===== src/rtl/rxbd_pkg.sv =====
package rxbd_pkg;
  // status field bit positions (bits of word0[31:16])
  localparam int STAT_E  = 15;
  localparam int STAT_W  = 13;
  localparam int STAT_L  = 11;
  localparam int STAT_LG = 5;
  localparam int STAT_NO = 4;
  localparam int STAT_CR = 2;

  typedef enum logic [2:0] {
    S_IDLE, S_FETCH0, S_FETCH1, S_FETCH2, S_TS, S_DATA, S_CRC, S_CLOSE
  } wr_state_t;

  function automatic logic [15:0] close_status(input logic wrap, input logic fin,
                                               input logic lg, input logic no,
                                               input logic cr);
    logic [15:0] s;
    s = '0;
    s[STAT_W]  = wrap;
    s[STAT_L]  = fin;
    s[STAT_LG] = fin & lg;
    s[STAT_NO] = fin & no;
    s[STAT_CR] = fin & cr;
    return s;
  endfunction
endpackage


===== src/rtl/rxbd_ring_ptr.sv =====
module rxbd_ring_ptr #(
  parameter int AW = 10
) (
  input  logic          clk,
  input  logic          rst,
  input  logic [AW-1:0] base,
  input  logic          advance,
  input  logic          wrap,
  output logic [AW-1:0] desc_addr
);
  localparam int IW = AW - 1;
  logic [IW-1:0] idx;

  always_ff @(posedge clk) begin
    if (rst) idx <= '0;
    else if (advance) idx <= wrap ? '0 : idx + 1'b1;
  end

  assign desc_addr = base + {idx, 1'b0};

  AST_RING_WRAP: assert property (@(posedge clk) disable iff (rst)
    (advance && wrap) |=> (desc_addr == base));
endmodule


===== src/rtl/rxbd_len_track.sv =====
module rxbd_len_track #(
  parameter int LW = 16
) (
  input  logic          clk,
  input  logic          rst,
  input  logic          clear,
  input  logic          step,
  input  logic [LW-1:0] limit,
  output logic [LW-1:0] len,
  output logic          keep,
  output logic          over
);
  localparam logic [LW-1:0] LEN_MAX = '1;
  logic [LW:0] lim_rounded;

  always_ff @(posedge clk) begin
    if (rst || clear) len <= '0;
    else if (step && len != LEN_MAX) len <= len + 1'b1;
  end

  always_comb begin
    lim_rounded = ({1'b0, limit} + (LW+1)'(3)) & ~(LW+1)'(3);
    keep = {1'b0, len} < lim_rounded;
    over = len > limit;
  end

  AST_KEEP_STAYS_LOW: assert property (@(posedge clk) disable iff (rst)
    (!keep && !clear) |=> !keep);
endmodule


===== src/rtl/rxbd_byte_lane.sv =====
module rxbd_byte_lane #(
  parameter int AW = 10
) (
  input  logic [AW+1:0] byte_addr,
  input  logic [7:0]    byte_val,
  output logic [AW-1:0] word_addr,
  output logic [3:0]    be,
  output logic [31:0]   wdata
);
  assign word_addr = byte_addr[AW+1:2];

  for (genvar g = 0; g < 4; g++) begin : g_lane
    assign be[g]           = (byte_addr[1:0] == 2'(g));
    assign wdata[8*g +: 8] = byte_val;
  end
endmodule


===== src/rtl/rxbd_ring_writer.sv =====
module rxbd_ring_writer
  import rxbd_pkg::*;
#(
  parameter int AW  = 10,
  parameter int LW  = 16,
  parameter int CHW = 8
) (
  input  logic           clk,
  input  logic           rst,
  input  logic [AW-1:0]  cfg_ring_base,
  input  logic [LW-1:0]  cfg_buf_max,
  input  logic [LW-1:0]  cfg_frame_max,
  input  logic           cfg_crc_wide,
  input  logic           cfg_stamp_en,
  input  logic [31:0]    stamp_value,
  input  logic [CHW-1:0] cfg_chan,
  input  logic           in_valid,
  output logic           in_ready,
  input  logic [7:0]     in_data,
  input  logic           in_last,
  input  logic [31:0]    in_crc,
  input  logic           in_crc_err,
  input  logic           in_nonoct,
  output logic           mem_en,
  output logic           mem_we,
  output logic [3:0]     mem_be,
  output logic [AW-1:0]  mem_addr,
  output logic [31:0]    mem_wdata,
  input  logic [31:0]    mem_rdata,
  output logic           done_valid,
  output logic [CHW-1:0] done_chan
);
  localparam int STAT_OFS = 16;

  wr_state_t     state, ret_state, slot_state;
  logic          buf_open;
  logic [AW+1:0] buf_addr;
  logic [LW-1:0] buf_cnt;
  logic          desc_wrap;
  logic [1:0]    ts_cnt, crc_cnt, crc_last;
  logic [31:0]   crc_reg, crc_sel;
  logic          fl_no, fl_cr, close_final;

  logic [AW-1:0] desc_addr;
  logic [LW-1:0] frame_len;
  logic          keep, over, len_clear, len_step;
  logic [AW-1:0] lane_addr;
  logic [3:0]    lane_be;
  logic [31:0]   lane_data, close_word;
  logic [7:0]    cur_byte;
  logic          buf_full, can_write, need_slot, wr_byte;
  logic          rd_word0, rd_word1, close_wr, data_hs, crc_adv;

  rxbd_ring_ptr #(.AW(AW)) u_ring (
    .clk(clk), .rst(rst), .base(cfg_ring_base), .advance(close_wr),
    .wrap(desc_wrap), .desc_addr(desc_addr)
  );

  rxbd_len_track #(.LW(LW)) u_len (
    .clk(clk), .rst(rst), .clear(len_clear), .step(len_step),
    .limit(cfg_frame_max), .len(frame_len), .keep(keep), .over(over)
  );

  rxbd_byte_lane #(.AW(AW)) u_lane (
    .byte_addr(buf_addr), .byte_val(cur_byte), .word_addr(lane_addr),
    .be(lane_be), .wdata(lane_data)
  );

  always_comb begin
    buf_full   = buf_cnt >= cfg_buf_max;
    can_write  = buf_open && !buf_full;
    slot_state = buf_open ? S_CLOSE : S_FETCH0;
    crc_sel    = cfg_crc_wide ? crc_reg : {crc_reg[15:0], 16'h0000};
    crc_last   = cfg_crc_wide ? 2'd3 : 2'd1;

    case (state)
      S_TS:    cur_byte = 8'(stamp_value >> {~ts_cnt, 3'b000});
      S_CRC:   cur_byte = 8'(crc_sel >> {~crc_cnt, 3'b000});
      default: cur_byte = in_data;
    endcase

    case (state)
      S_TS:    need_slot = 1'b1;
      S_DATA:  need_slot = in_valid && keep;
      S_CRC:   need_slot = keep;
      default: need_slot = 1'b0;
    endcase

    wr_byte   = need_slot && can_write;
    in_ready  = (state == S_DATA) && (!keep || can_write);
    data_hs   = in_valid && in_ready;
    crc_adv   = (state == S_CRC) && (!keep || can_write);
    len_step  = data_hs || crc_adv;
    len_clear = (state == S_IDLE);
    rd_word0  = (state == S_FETCH0);
    rd_word1  = (state == S_FETCH1) && mem_rdata[STAT_OFS+STAT_E];
    close_wr  = (state == S_CLOSE);

    close_word = {close_status(desc_wrap, close_final, over, fl_no, fl_cr),
                  close_final ? frame_len : buf_cnt};

    mem_en    = rd_word0 || rd_word1 || wr_byte || close_wr;
    mem_we    = wr_byte || close_wr;
    mem_be    = close_wr ? 4'hF : (wr_byte ? lane_be : 4'h0);
    mem_wdata = close_wr ? close_word : lane_data;
    if (rd_word0 || close_wr) mem_addr = desc_addr;
    else if (rd_word1)        mem_addr = desc_addr + 1'b1;
    else                      mem_addr = lane_addr;
  end

  always_ff @(posedge clk) begin
    if (rst) begin
      state       <= S_IDLE;
      ret_state   <= S_IDLE;
      buf_open    <= 1'b0;
      buf_addr    <= '0;
      buf_cnt     <= '0;
      desc_wrap   <= 1'b0;
      ts_cnt      <= '0;
      crc_cnt     <= '0;
      crc_reg     <= '0;
      fl_no       <= 1'b0;
      fl_cr       <= 1'b0;
      close_final <= 1'b0;
      done_valid  <= 1'b0;
      done_chan   <= '0;
    end else begin
      done_valid <= 1'b0;
      if (wr_byte) begin
        buf_addr <= buf_addr + 1'b1;
        buf_cnt  <= buf_cnt + 1'b1;
      end
      case (state)
        S_IDLE: if (in_valid) begin
          ts_cnt  <= '0;
          crc_cnt <= '0;
          fl_no   <= 1'b0;
          fl_cr   <= 1'b0;
          state   <= cfg_stamp_en ? S_TS : S_DATA;
        end
        S_FETCH0: state <= S_FETCH1;
        S_FETCH1: begin
          if (mem_rdata[STAT_OFS+STAT_E]) begin
            desc_wrap <= mem_rdata[STAT_OFS+STAT_W];
            state     <= S_FETCH2;
          end else begin
            state <= S_FETCH0;
          end
        end
        S_FETCH2: begin
          buf_addr <= mem_rdata[AW+1:0];
          buf_cnt  <= '0;
          buf_open <= 1'b1;
          state    <= ret_state;
        end
        S_TS: begin
          if (wr_byte) begin
            ts_cnt <= ts_cnt + 1'b1;
            if (ts_cnt == 2'd3) state <= S_DATA;
          end else begin
            ret_state   <= state;
            close_final <= 1'b0;
            state       <= slot_state;
          end
        end
        S_DATA: begin
          if (data_hs && in_last) begin
            crc_reg <= in_crc;
            fl_no   <= in_nonoct;
            fl_cr   <= in_crc_err;
            crc_cnt <= '0;
            state   <= S_CRC;
          end else if (need_slot && !can_write) begin
            ret_state   <= state;
            close_final <= 1'b0;
            state       <= slot_state;
          end
        end
        S_CRC: begin
          if (crc_adv) begin
            crc_cnt <= crc_cnt + 1'b1;
            if (crc_cnt == crc_last) begin
              close_final <= 1'b1;
              state       <= S_CLOSE;
            end
          end else begin
            ret_state   <= state;
            close_final <= 1'b0;
            state       <= slot_state;
          end
        end
        S_CLOSE: begin
          buf_open <= 1'b0;
          if (close_final) begin
            done_valid <= 1'b1;
            done_chan  <= cfg_chan;
            state      <= S_IDLE;
          end else begin
            state <= ret_state;
          end
        end
        default: state <= S_IDLE;
      endcase
    end
  end

  AST_STALL_NO_WRITE: assert property (@(posedge clk) disable iff (rst)
    (state == S_FETCH1 && !mem_rdata[STAT_OFS+STAT_E]) |=> !mem_we);
  AST_BUF_BOUND: assert property (@(posedge clk) disable iff (rst)
    buf_open |-> (buf_cnt <= cfg_buf_max));
  AST_DONE_SINGLE: assert property (@(posedge clk) disable iff (rst)
    done_valid |=> !done_valid);
  AST_DONE_AFTER_CLOSE: assert property (@(posedge clk) disable iff (rst)
    done_valid |-> $past(mem_we && mem_be == 4'hF));
  AST_RESET_QUIET: assert property (@(posedge clk)
    $past(rst) |-> (!done_valid && !in_ready));
endmodule


===== config.mk =====
export PLATFORM = sky130hd
export DESIGN_NAME = rxbd_ring_writer
export DESIGN_NICKNAME = d
export VERILOG_FILES = /design/src/rtl/rxbd_pkg.sv /design/src/rtl/rxbd_ring_ptr.sv /design/src/rtl/rxbd_len_track.sv /design/src/rtl/rxbd_byte_lane.sv /design/src/rtl/rxbd_ring_writer.sv
export SDC_FILE = /design/constraint.sdc
export NUM_CORES = 1
export LEC_CHECK = 0
export BUFFER_PORTS_ARGS = -buffer_cell sky130_fd_sc_hd__buf_4
export CAP_MARGIN = 20
export CORE_MARGIN = 2
export CORE_UTILIZATION = 54
export DETAILED_ROUTE_END_ITERATION = 8
export PLACE_DENSITY_LB_ADDON = 0.15
export SLEW_MARGIN = 10
export SYNTH_ARGS = -nofsm -noshare
export SYNTH_HDL_FRONTEND = slang
export SYNTH_SLANG_ARGS = --single-unit

===== constraint.sdc =====
create_clock -name clk -period 6 [get_ports clk]
set_input_delay 1.2 -clock clk [delete_from_list [all_inputs] [get_ports clk]]
set_output_delay 1.2 -clock clk [all_outputs]
set_load 0.01 [all_outputs]

Yosys cells after proc, flatten, opt, wreduce, memory -nomap -nowiden

Cells that the tools add are included.

Add/sub/neg operators: 9
Order comparisons: 3
Eq/ne operators: 24
Shift operators: 2
Multiplexer cells: 49
Bitwise operators: 6
Reductions and logical operators: 40

Operators by type and width:

| kind                                                             | number |
|---|---|
| 32-bit two-way mux                                               | 2 |
| 32-bit by 5-bit right shift with 8-bit output                    | 2 |
| 3-bit two-way mux                                                | 13 |
| 16-bit by 1-bit adder with 16-bit output (second input constant) | 2 |
| 12-bit two-way mux                                               | 2 |
| 3-bit one-hot mux with 8 select lines                            | 1 |
| 10-bit two-way mux                                               | 2 |
| 16-bit by 2-bit adder with 17-bit output (second input constant) | 1 |
| 16-bit by 17-bit < comparator with 1-bit output                  | 1 |
| 16-bit >= comparator                                             | 1 |
| 16-bit > comparator                                              | 1 |
| 16-bit two-way mux                                               | 1 |
| 16-bit != test (second input constant)                           | 1 |
| 8-bit one-hot mux with 2 select lines                            | 1 |
| 12-bit by 1-bit adder with 12-bit output (second input constant) | 1 |
| 3-bit == test (second input constant)                            | 4 |
| 2-bit two-way mux                                                | 6 |
| 2-bit != test (second input constant)                            | 6 |
| 10-bit by 1-bit adder with 10-bit output (second input constant) | 1 |
| 10-bit adder                                                     | 1 |
| 1-bit logical AND                                                | 10 |
| 1-bit two-way mux                                                | 10 |
| 5-bit AND reduction                                              | 2 |
| 9-bit by 1-bit adder with 9-bit output (second input constant)   | 1 |
| 30 further kinds                                                 | 60 |

Register bits after elaboration: 109
Input bits: 162
Logic and storage cells: 149

Depth between registers and ports, before layout

Gate-level depths: netlist of run 1.

Word-level depth: 9
Gate-level depth with buffers: 17
Depth with buffers taken out: 15

By module

Synthesis of run 1 repeated with hierarchy kept, for this count alone.

Cells, all modules: 1,014
Area total of the unflattened synthesis: 8,189.1 um^2

By module, submodules not included:

| module           | times used | cells each | area each (um^2) | seq. area each (um^2) |
|---|---|---|---|---|
| rxbd_ring_writer | 1          | 681        | 5,439.0          | 1,681.6 |
| rxbd_len_track   | 1          | 208        | 1,706.6          | 320.3 |
| rxbd_ring_ptr    | 1          | 79         | 701.9            | 180.2 |
| rxbd_byte_lane   | 1          | 46         | 341.6            | 0.0 |

Least setup slack after synthesis of run 1

No wires, ideal clock.

Kind: input-to-output
From: input port cfg_frame_max[3]
To: output port mem_be[3]
Arrival: 4,005 ps
Data required time: 4,800 ps
Slack: 795 ps
Stages: 15
Cell sequence: inv_1 > nor3_4 > nand2_1 > nor2_1 > xnor2_1 > ha_1 > and3_1 > a221oi_2 > o211ai_1 > o221ai_2 > o21ai_2 > or2_4 > buf_6 > clkbuf_1 > o21ai_0

Longest elaborated chain between the ends: 7

Ends and longest elaborated chain:

| element                                             | RTL line                | text |
|---|---|---|
| from (decl)                                         | rxbd_ring_writer.sv:12  | `input logic [LW-1:0] cfg_frame_max,` |
| 16-bit by 2-bit adder with 17-bit output (*)        | rxbd_len_track.sv:22    | `lim_rounded = ({1'b0, limit} + (LW+1)'(3)) & ~(LW+1)'(3);` |
| 16-bit by 17-bit < comparator with 1-bit output (*) | rxbd_len_track.sv:23    | `keep = {1'b0, len} < lim_rounded;` |
| 1-bit logical AND                                   | rxbd_ring_writer.sv:84  | `S_DATA: need_slot = in_valid && keep;` |
| 1-bit one-hot mux with 3 select lines (*)           | rxbd_ring_writer.sv:82  | `case (state)` |
| 1-bit logical AND (*)                               | rxbd_ring_writer.sv:89  | `wr_byte = need_slot && can_write;` |
| 4-bit two-way mux (*) (2 in a row)                  | rxbd_ring_writer.sv:104 | `mem_be = close_wr ? 4'hF : (wr_byte ? lane_be : 4'h0);` |
| to (decl)                                           | rxbd_ring_writer.sv:26  | `output logic [3:0] mem_be,` |

Mark *: on every way between the ends. The rest lies on a longest branch, timed or not.

Final worst setup path of run 1

From: input port cfg_frame_max[0]
To: output port mem_be[2]

The elaborated chain is that of the path after synthesis.

==> results of run 1 <==
[critical path, cell delays in order]
cell and delay [ns]:
buf_4 0.10, o21ai_2 0.10, nor3_4 0.33, nand2_1 0.14
nor2_1 0.14, xnor2_1 0.16, ha_1 0.30, and3_1 0.24
a221oi_2 0.30, o211ai_1 0.16, o221ai_2 0.19, o21ai_2 0.12
nor2_1 0.41, nand2_1 0.10, nand2_1 0.08, buf_4 0.15
[cells in the mapped netlist, types with 5 or more instances]
master    number  share of area
nor4_1        10         0.0079
nor3_1        17          0.011
and4_1         5         0.0055
a21oi_1       67          0.042
buf_4          5         0.0047
nor2_1       101          0.048
nand4_1       28          0.022
or3_1          6         0.0047
and3_1        15          0.012
mux2i_1       52          0.066
clkbuf_1      41          0.019
o21ai_0       65          0.041
nand3_1       30          0.019
o22ai_1       12         0.0095
inv_1         59          0.028
a221o_1        9          0.011
buf_6          6         0.0085
dfxtp_1      109           0.28
nand2_1      104          0.049
ha_1          62          0.098
a21o_1        13          0.012
a31oi_1       13          0.010
mux4_2        16          0.046
o31ai_1        8         0.0076
nor2b_1        6         0.0047
xnor2_1       36          0.040
and2_1         5         0.0040
xor2_1        22          0.024
or4_1          5         0.0047
[how the worst max path moves through the flow]
stage,start,endpoint,slack [ns]
4_1_cts,cfg_frame_max[0],mem_be[1],0.56
6_report,cfg_frame_max[0],mem_be[2],0.57
3_5_place_dp,cfg_frame_max[0],mem_be[2],0.55
5_1_grt,cfg_frame_max[0],mem_be[2],0.26
3_3_place_gp,cfg_frame_max[0],mem_be[2],0.60
2_1_floorplan,cfg_frame_max[3],mem_be[3],0.79
[cell families after synthesis]
kind of cell,after synthesis
and+or+nand+nor,349
AOI/OAI and AO/OA,221
buffers and inverters,115
DFF,109
muxes,69
adders and majority gates,63
xor gates and xnor gates,58
[through the flow]
step | total power, mW | util | setup slack, ns | hold WS, ns
finish | 2.47 | 0.681 | 0.566 | 0.456
global placement | 1.84 | 0.659 | 0.601 | 0.438
CTS | 2.46 | 0.680 | 0.556 | 0.458
floorplan | 1.38 | - | 0.795 | 0.426
global route | 2.60 | 0.681 | 0.256 | 0.475
detailed placement | 1.85 | 0.659 | 0.554 | 0.448
[per-layer routing]
metal	GRT usage	share of wire	wire (um)	vias to the layer above
li1	-	-	-	3886
met1	0.360	0.44	9730	3657
met2	0.473	0.48	10600	275
met3	0.0535	0.072	1590	32
met4	0.0765	0.016	357	0
met5	0	0	0	-
[final cells by class]
type | instances | area share
timing repair buffer | 216 | 0.166
sequential | 109 | 0.222
clock buffer | 10 | 0.0233
multi-input combinational | 760 | 0.534
inverter | 60 | 0.0229
clock inverter | 6 | 0.00714
tap | 184 | 0.0235
[where the power goes]
group / leakage [nW] / switching, mW / internal (mW)
Combinational: 3.45 / 0.597 / 0.451
Clock: 0.147 / 0.289 / 0.328
Sequential: 0.879 / 0.0548 / 0.753
==> metrics.txt, run 1 <==
CTS clock-pin slew for the worst setup and hold paths about 0.07 ns; RSZ-0062 raised after global routing no; initial antenna violation count 0; FP Rows between 40 and 50; vias per inst between 5 and 6; multi-input logic area around 5200 sq um; cell area after layout around 9800 sq um; pwr/cell area between 200 and 300 nW/um^2; Post-CTS Setup Inserts 0; routed len/inst 16.6 um; Initial Util 0.549; final std cells w/o fill 1345; ANT cells 0; largest family of logic cells by synthesized area simple AND/OR/NAND/NOR gates; worst reg2reg path depth 10; first-pass GRT wire length around 36000 um; CP Launch Type input port; WHS Path Cells 2; Min-Delay Startpoint done_chan[1]; TNS Setup 0 ns; Crit Reg-Reg Endpoint u_len.len[14]; largest net degree at the start of global routing 57; Detailed Routing Iterations Pass 1 5; Syn. warnings 0; Fill cells about 1200; Final Slew Violations 0; leak pwr 4.47 nW; Synth Net Count roughly 1200; Synth Area in XOR/XNOR 0.0642; CTS buffer count 9; vias in the first global route ~7200; die area roughly 16000 sq um; Slew headroom 0.279; H-tree Lvls 3; EDFF count, synth 0; post-synth cell types 70; post-route clock period utilization 0.906; Syn Area/Cell around 8.0 sq um; final worst path period need about 5.4 ns; drt total wl 22300 um; Ports 220; fmax around 180 MHz; Hold WC Path Type flip-flop to flip-flop; fraction of registers with async set/reset 0; Die Height about 130 um; multiplexer share of the synthesized area 0.113; worst r2r src buf_cnt[2]; Hold Crit Endpoint done_chan[1]; share of cells above drive strength 1 0.226; Post-route DRC 0; final setup fails 0; Die W around 130 um; Vias about 7900; most frequent cells in the layout buf_4 (215), dfxtp_1 (109), nand2_1 (104); ys flop type dfxtp_1; Critical Path End Type primary output; dpl cells 1327; crit path max fanout 7; Detail Route Antenna Nets 0; worst slew pin tran 1.07 ns; max_cap viols 0; CTS tree done; post_cts resized 0; Clock Path Buffers 2; commonest non-fill, non-tap cell in the layout buf_4; Fin. Hold Viols 0; Clock Sinks approximately 110; P&R area growth vs syn 24.0%; Peak VDD IR between 0.00015 and 0.0002 V; reg-to-reg slack, setup approximately 2.4 ns; root buffer cell clkbuf_16; Adder-Cell Fraction of Synth Area 0.101; sequential fraction of the synthesis area 0.276; Remaining Overflow, GRT 0; Hold-fix buffers, CTS 0; Area after DPL about 9500 sq um; All-Layer GR Usage 0.277; First DRT Iteration DRCs between 500 and 600; Simple-Gate Fraction of Synth Area 0.213; Syn Inst Count around 980; compound-gate portion of the synthesized area 0.172; Crit path arrival time 4.23 ns; clk_lat worst skew about 0.36 ns; dpl hpwl between 15000 and 20000 um; count of input and output buffers between 200 and 250; Final GP Congestion around 0.9; outcome complete, no violations; Core Footprint around 14000 sq um; max reg flops 32; Yosys reg bits approximately 110; required time worst endpoint about 4.8 ns; Final nets 1381; Synth Cell Area a little under 8000 sq um; Clock Skews between 0.008 and 0.009 ns; area taken by flip-flops and latches between 2000 and 2500 sq um; Setup Crit Path Kind input port to primary output
(Power assumes the default switching activity.)
==> inputs of run 2 (changes only) <==
Clock period 6 ns to 5.8 ns, I/O delays scaled along.
==> run 2 against run 1 <==
  * Cell count about the same
  * Global-route usage grew 0.58 points
  * Combinational power is essentially flat
  * Register-to-register slack improved by 0.15 ns
  * Non-clock buffer count rose by 1
  * Clock power fell by 1%
  * Die area unchanged
  * Critical path type unchanged
==> metrics.txt, run 2 (same netlist as run 1, synthesis figures left out) <==
critical path's most frequent cell nand2_1; crit path buf inv count 2 (unchanged); Slew headroom 0.304 (+0.0248); first-pass GRT wire length 36200 um (+1.9%); vias in the first global route 7316 (+1.9%); Die Height 125 um (unchanged); Peak VDD IR 0.000180 V (+17%); worst slew pin tran 1.04 ns (-0.0369 ns); Clock Path Buffers 2 (unchanged); Final nets 1382 (+0.072%); Initial Util 0.549 (unchanged); Clock Sinks 109 (unchanged); worst reg2reg path depth 10 (unchanged); crit-path leading delay family simple AND/OR/NAND/NOR gates; CTS buffer count 9 (unchanged); post-route clock period utilization 0.922; Detailed Routing Iterations Pass 1 5 (unchanged); max_cap viols 0 (unchanged); H-tree Lvls 3 (unchanged); Hold-fix buffers, CTS 0 (unchanged); Remaining Overflow, GRT 0 (unchanged); leak pwr 4.47 nW (about the same); Fill cells 1259 (+0.88%); Post-route DRC 0 (unchanged); WHS Path Cells 2 (unchanged); TNS Setup 0 ns (unchanged); Fin. Hold Viols 0 (unchanged); CP Launch Type input port; clk_lat worst skew 0.36 ns (about the same); commonest non-fill, non-tap cell in the layout buf_4; All-Layer GR Usage 0.283 (+0.00577); share of cells above drive strength 1 0.227 (+0.00153); Worst path slowest cell nor2_1; multi-input logic area 5250 sq um (unchanged); root buffer cell clkbuf_16; vias per inst 5.78 (-0.94%); pwr/cell area 258 nW/um^2 (+2.3%); final std cells w/o fill 1346 (+0.074%); CTS tree done; crit path max fanout 7 (unchanged); Core Footprint 14400 sq um (unchanged); Vias 7782 (-0.87%); outcome complete, no violations; Die W 125 um (unchanged); fmax 187 MHz; largest net degree at the start of global routing 57 (unchanged); post_cts resized 0 (unchanged); First DRT Iteration DRCs 638 (+14%); Critical Path End Type primary output; CP Depth 16 (unchanged); required time worst endpoint 4.64 ns (-0.16 ns); dpl cells 1328 (+0.075%); area taken by flip-flops and latches 2180 sq um (unchanged); count of input and output buffers 201 (unchanged); final worst path period need 5.35 ns; Detail Route Antenna Nets 0 (unchanged); RSZ-0062 raised after global routing no; Ports 220 (unchanged); drt total wl 22100 um (-0.61%); die area 15600 sq um (unchanged); P&R area growth vs syn 23.9% (about the same); CP max stage delay 0.44 ns (+0.03 ns); Final Slew Violations 0 (unchanged); final setup fails 0 (unchanged); initial antenna violation count 0 (unchanged); most frequent cells in the layout buf_4 (216), dfxtp_1 (109), nand2_1 (104); ANT cells 0 (unchanged); dpl hpwl 16900 um (+0.32%); CTS clock-pin slew for the worst setup and hold paths 0.07 ns (about the same); Crit path arrival time 4.19 ns (-0.04 ns); Post-CTS Setup Inserts 0 (unchanged); Setup Crit Path Kind input port to primary output; Hold WC Path Type flip-flop to flip-flop; Final GP Congestion 0.875 (-2.9%); crit-path cells buf_4 -> and4_1 -> and3_4 -> nand2_1 -> nor2_1 -> xnor2_1 -> ha_1 -> and3_1 -> a221oi_2 -> o211ai_1 -> o221ai_2 -> o21ai_2 -> nor2_1 -> nand2_1 -> nand2_1 -> buf_4; max reg flops 32 (unchanged); routed len/inst 16.5 um (-0.68%); Clock Skews 0.00498 ns (-0.00342 ns); FP Rows 44 (unchanged)
[run 2: power by group]
group | internal [mW] | leakage (nW) | switching, mW
Combinational | 0.467 | 3.45 | 0.615
Sequential | 0.779 | 0.879 | 0.0581
Clock | 0.307 | 0.141 | 0.302
[run 2: cell type report]
type                       instances  area share
sequential                       109       0.222
timing repair buffer             217       0.167
clock buffer                      10      0.0244
clock inverter                     6     0.00472
tap                              184      0.0235
multi-input combinational        760       0.535
inverter                          60      0.0230
[run 2: per-stage QoR]
| stage | cell area (sq um) | utilization | setup slack (ns) | hold slack [ns] | power (mW) |
|---|---|---|---|---|---|
| after floorplan | 7920 | - | 0.675 | 0.426 | 1.43 |
| after global placement | 9510 | 0.659 | 0.473 | 0.435 | 1.91 |
| after detailed placement | 9510 | 0.659 | 0.426 | 0.439 | 1.92 |
| after CTS | 9800 | 0.679 | 0.426 | 0.450 | 2.52 |
| after global routing | 9810 | 0.680 | 0.114 | 0.477 | 2.67 |
| final | 9810 | 0.680 | 0.451 | 0.453 | 2.53 |
[run 2: worst min-delay path, cell delays in order (launching register included)]
cell and delay, ns:
dfxtp_1 0.31, inv_1 0.05, a21oi_1 0.05
[run 2: path summary, 6_finish.rpt]
| path | start | to | slack [ns] |
|---|---|---|---|
| max | cfg_frame_max[8] | mem_be[0] | 0.45 |
| min | ret_state[2] | ret_state[2] | 0.45 |
| max reg2reg | u_len.len[15] | u_len.len[14] | 2.59 |
| min reg2reg | ret_state[2] | ret_state[2] | 0.45 |
[run 2: routing by layer]
| layer | GRT usage | wire length [um] |
|---|---|---|
| met5 | 0 | 0 |
| met4 | 0.0830 | 388 |
| met3 | 0.0685 | 1730 |
| met2 | 0.472 | 10500 |
| met1 | 0.367 | 9550 |
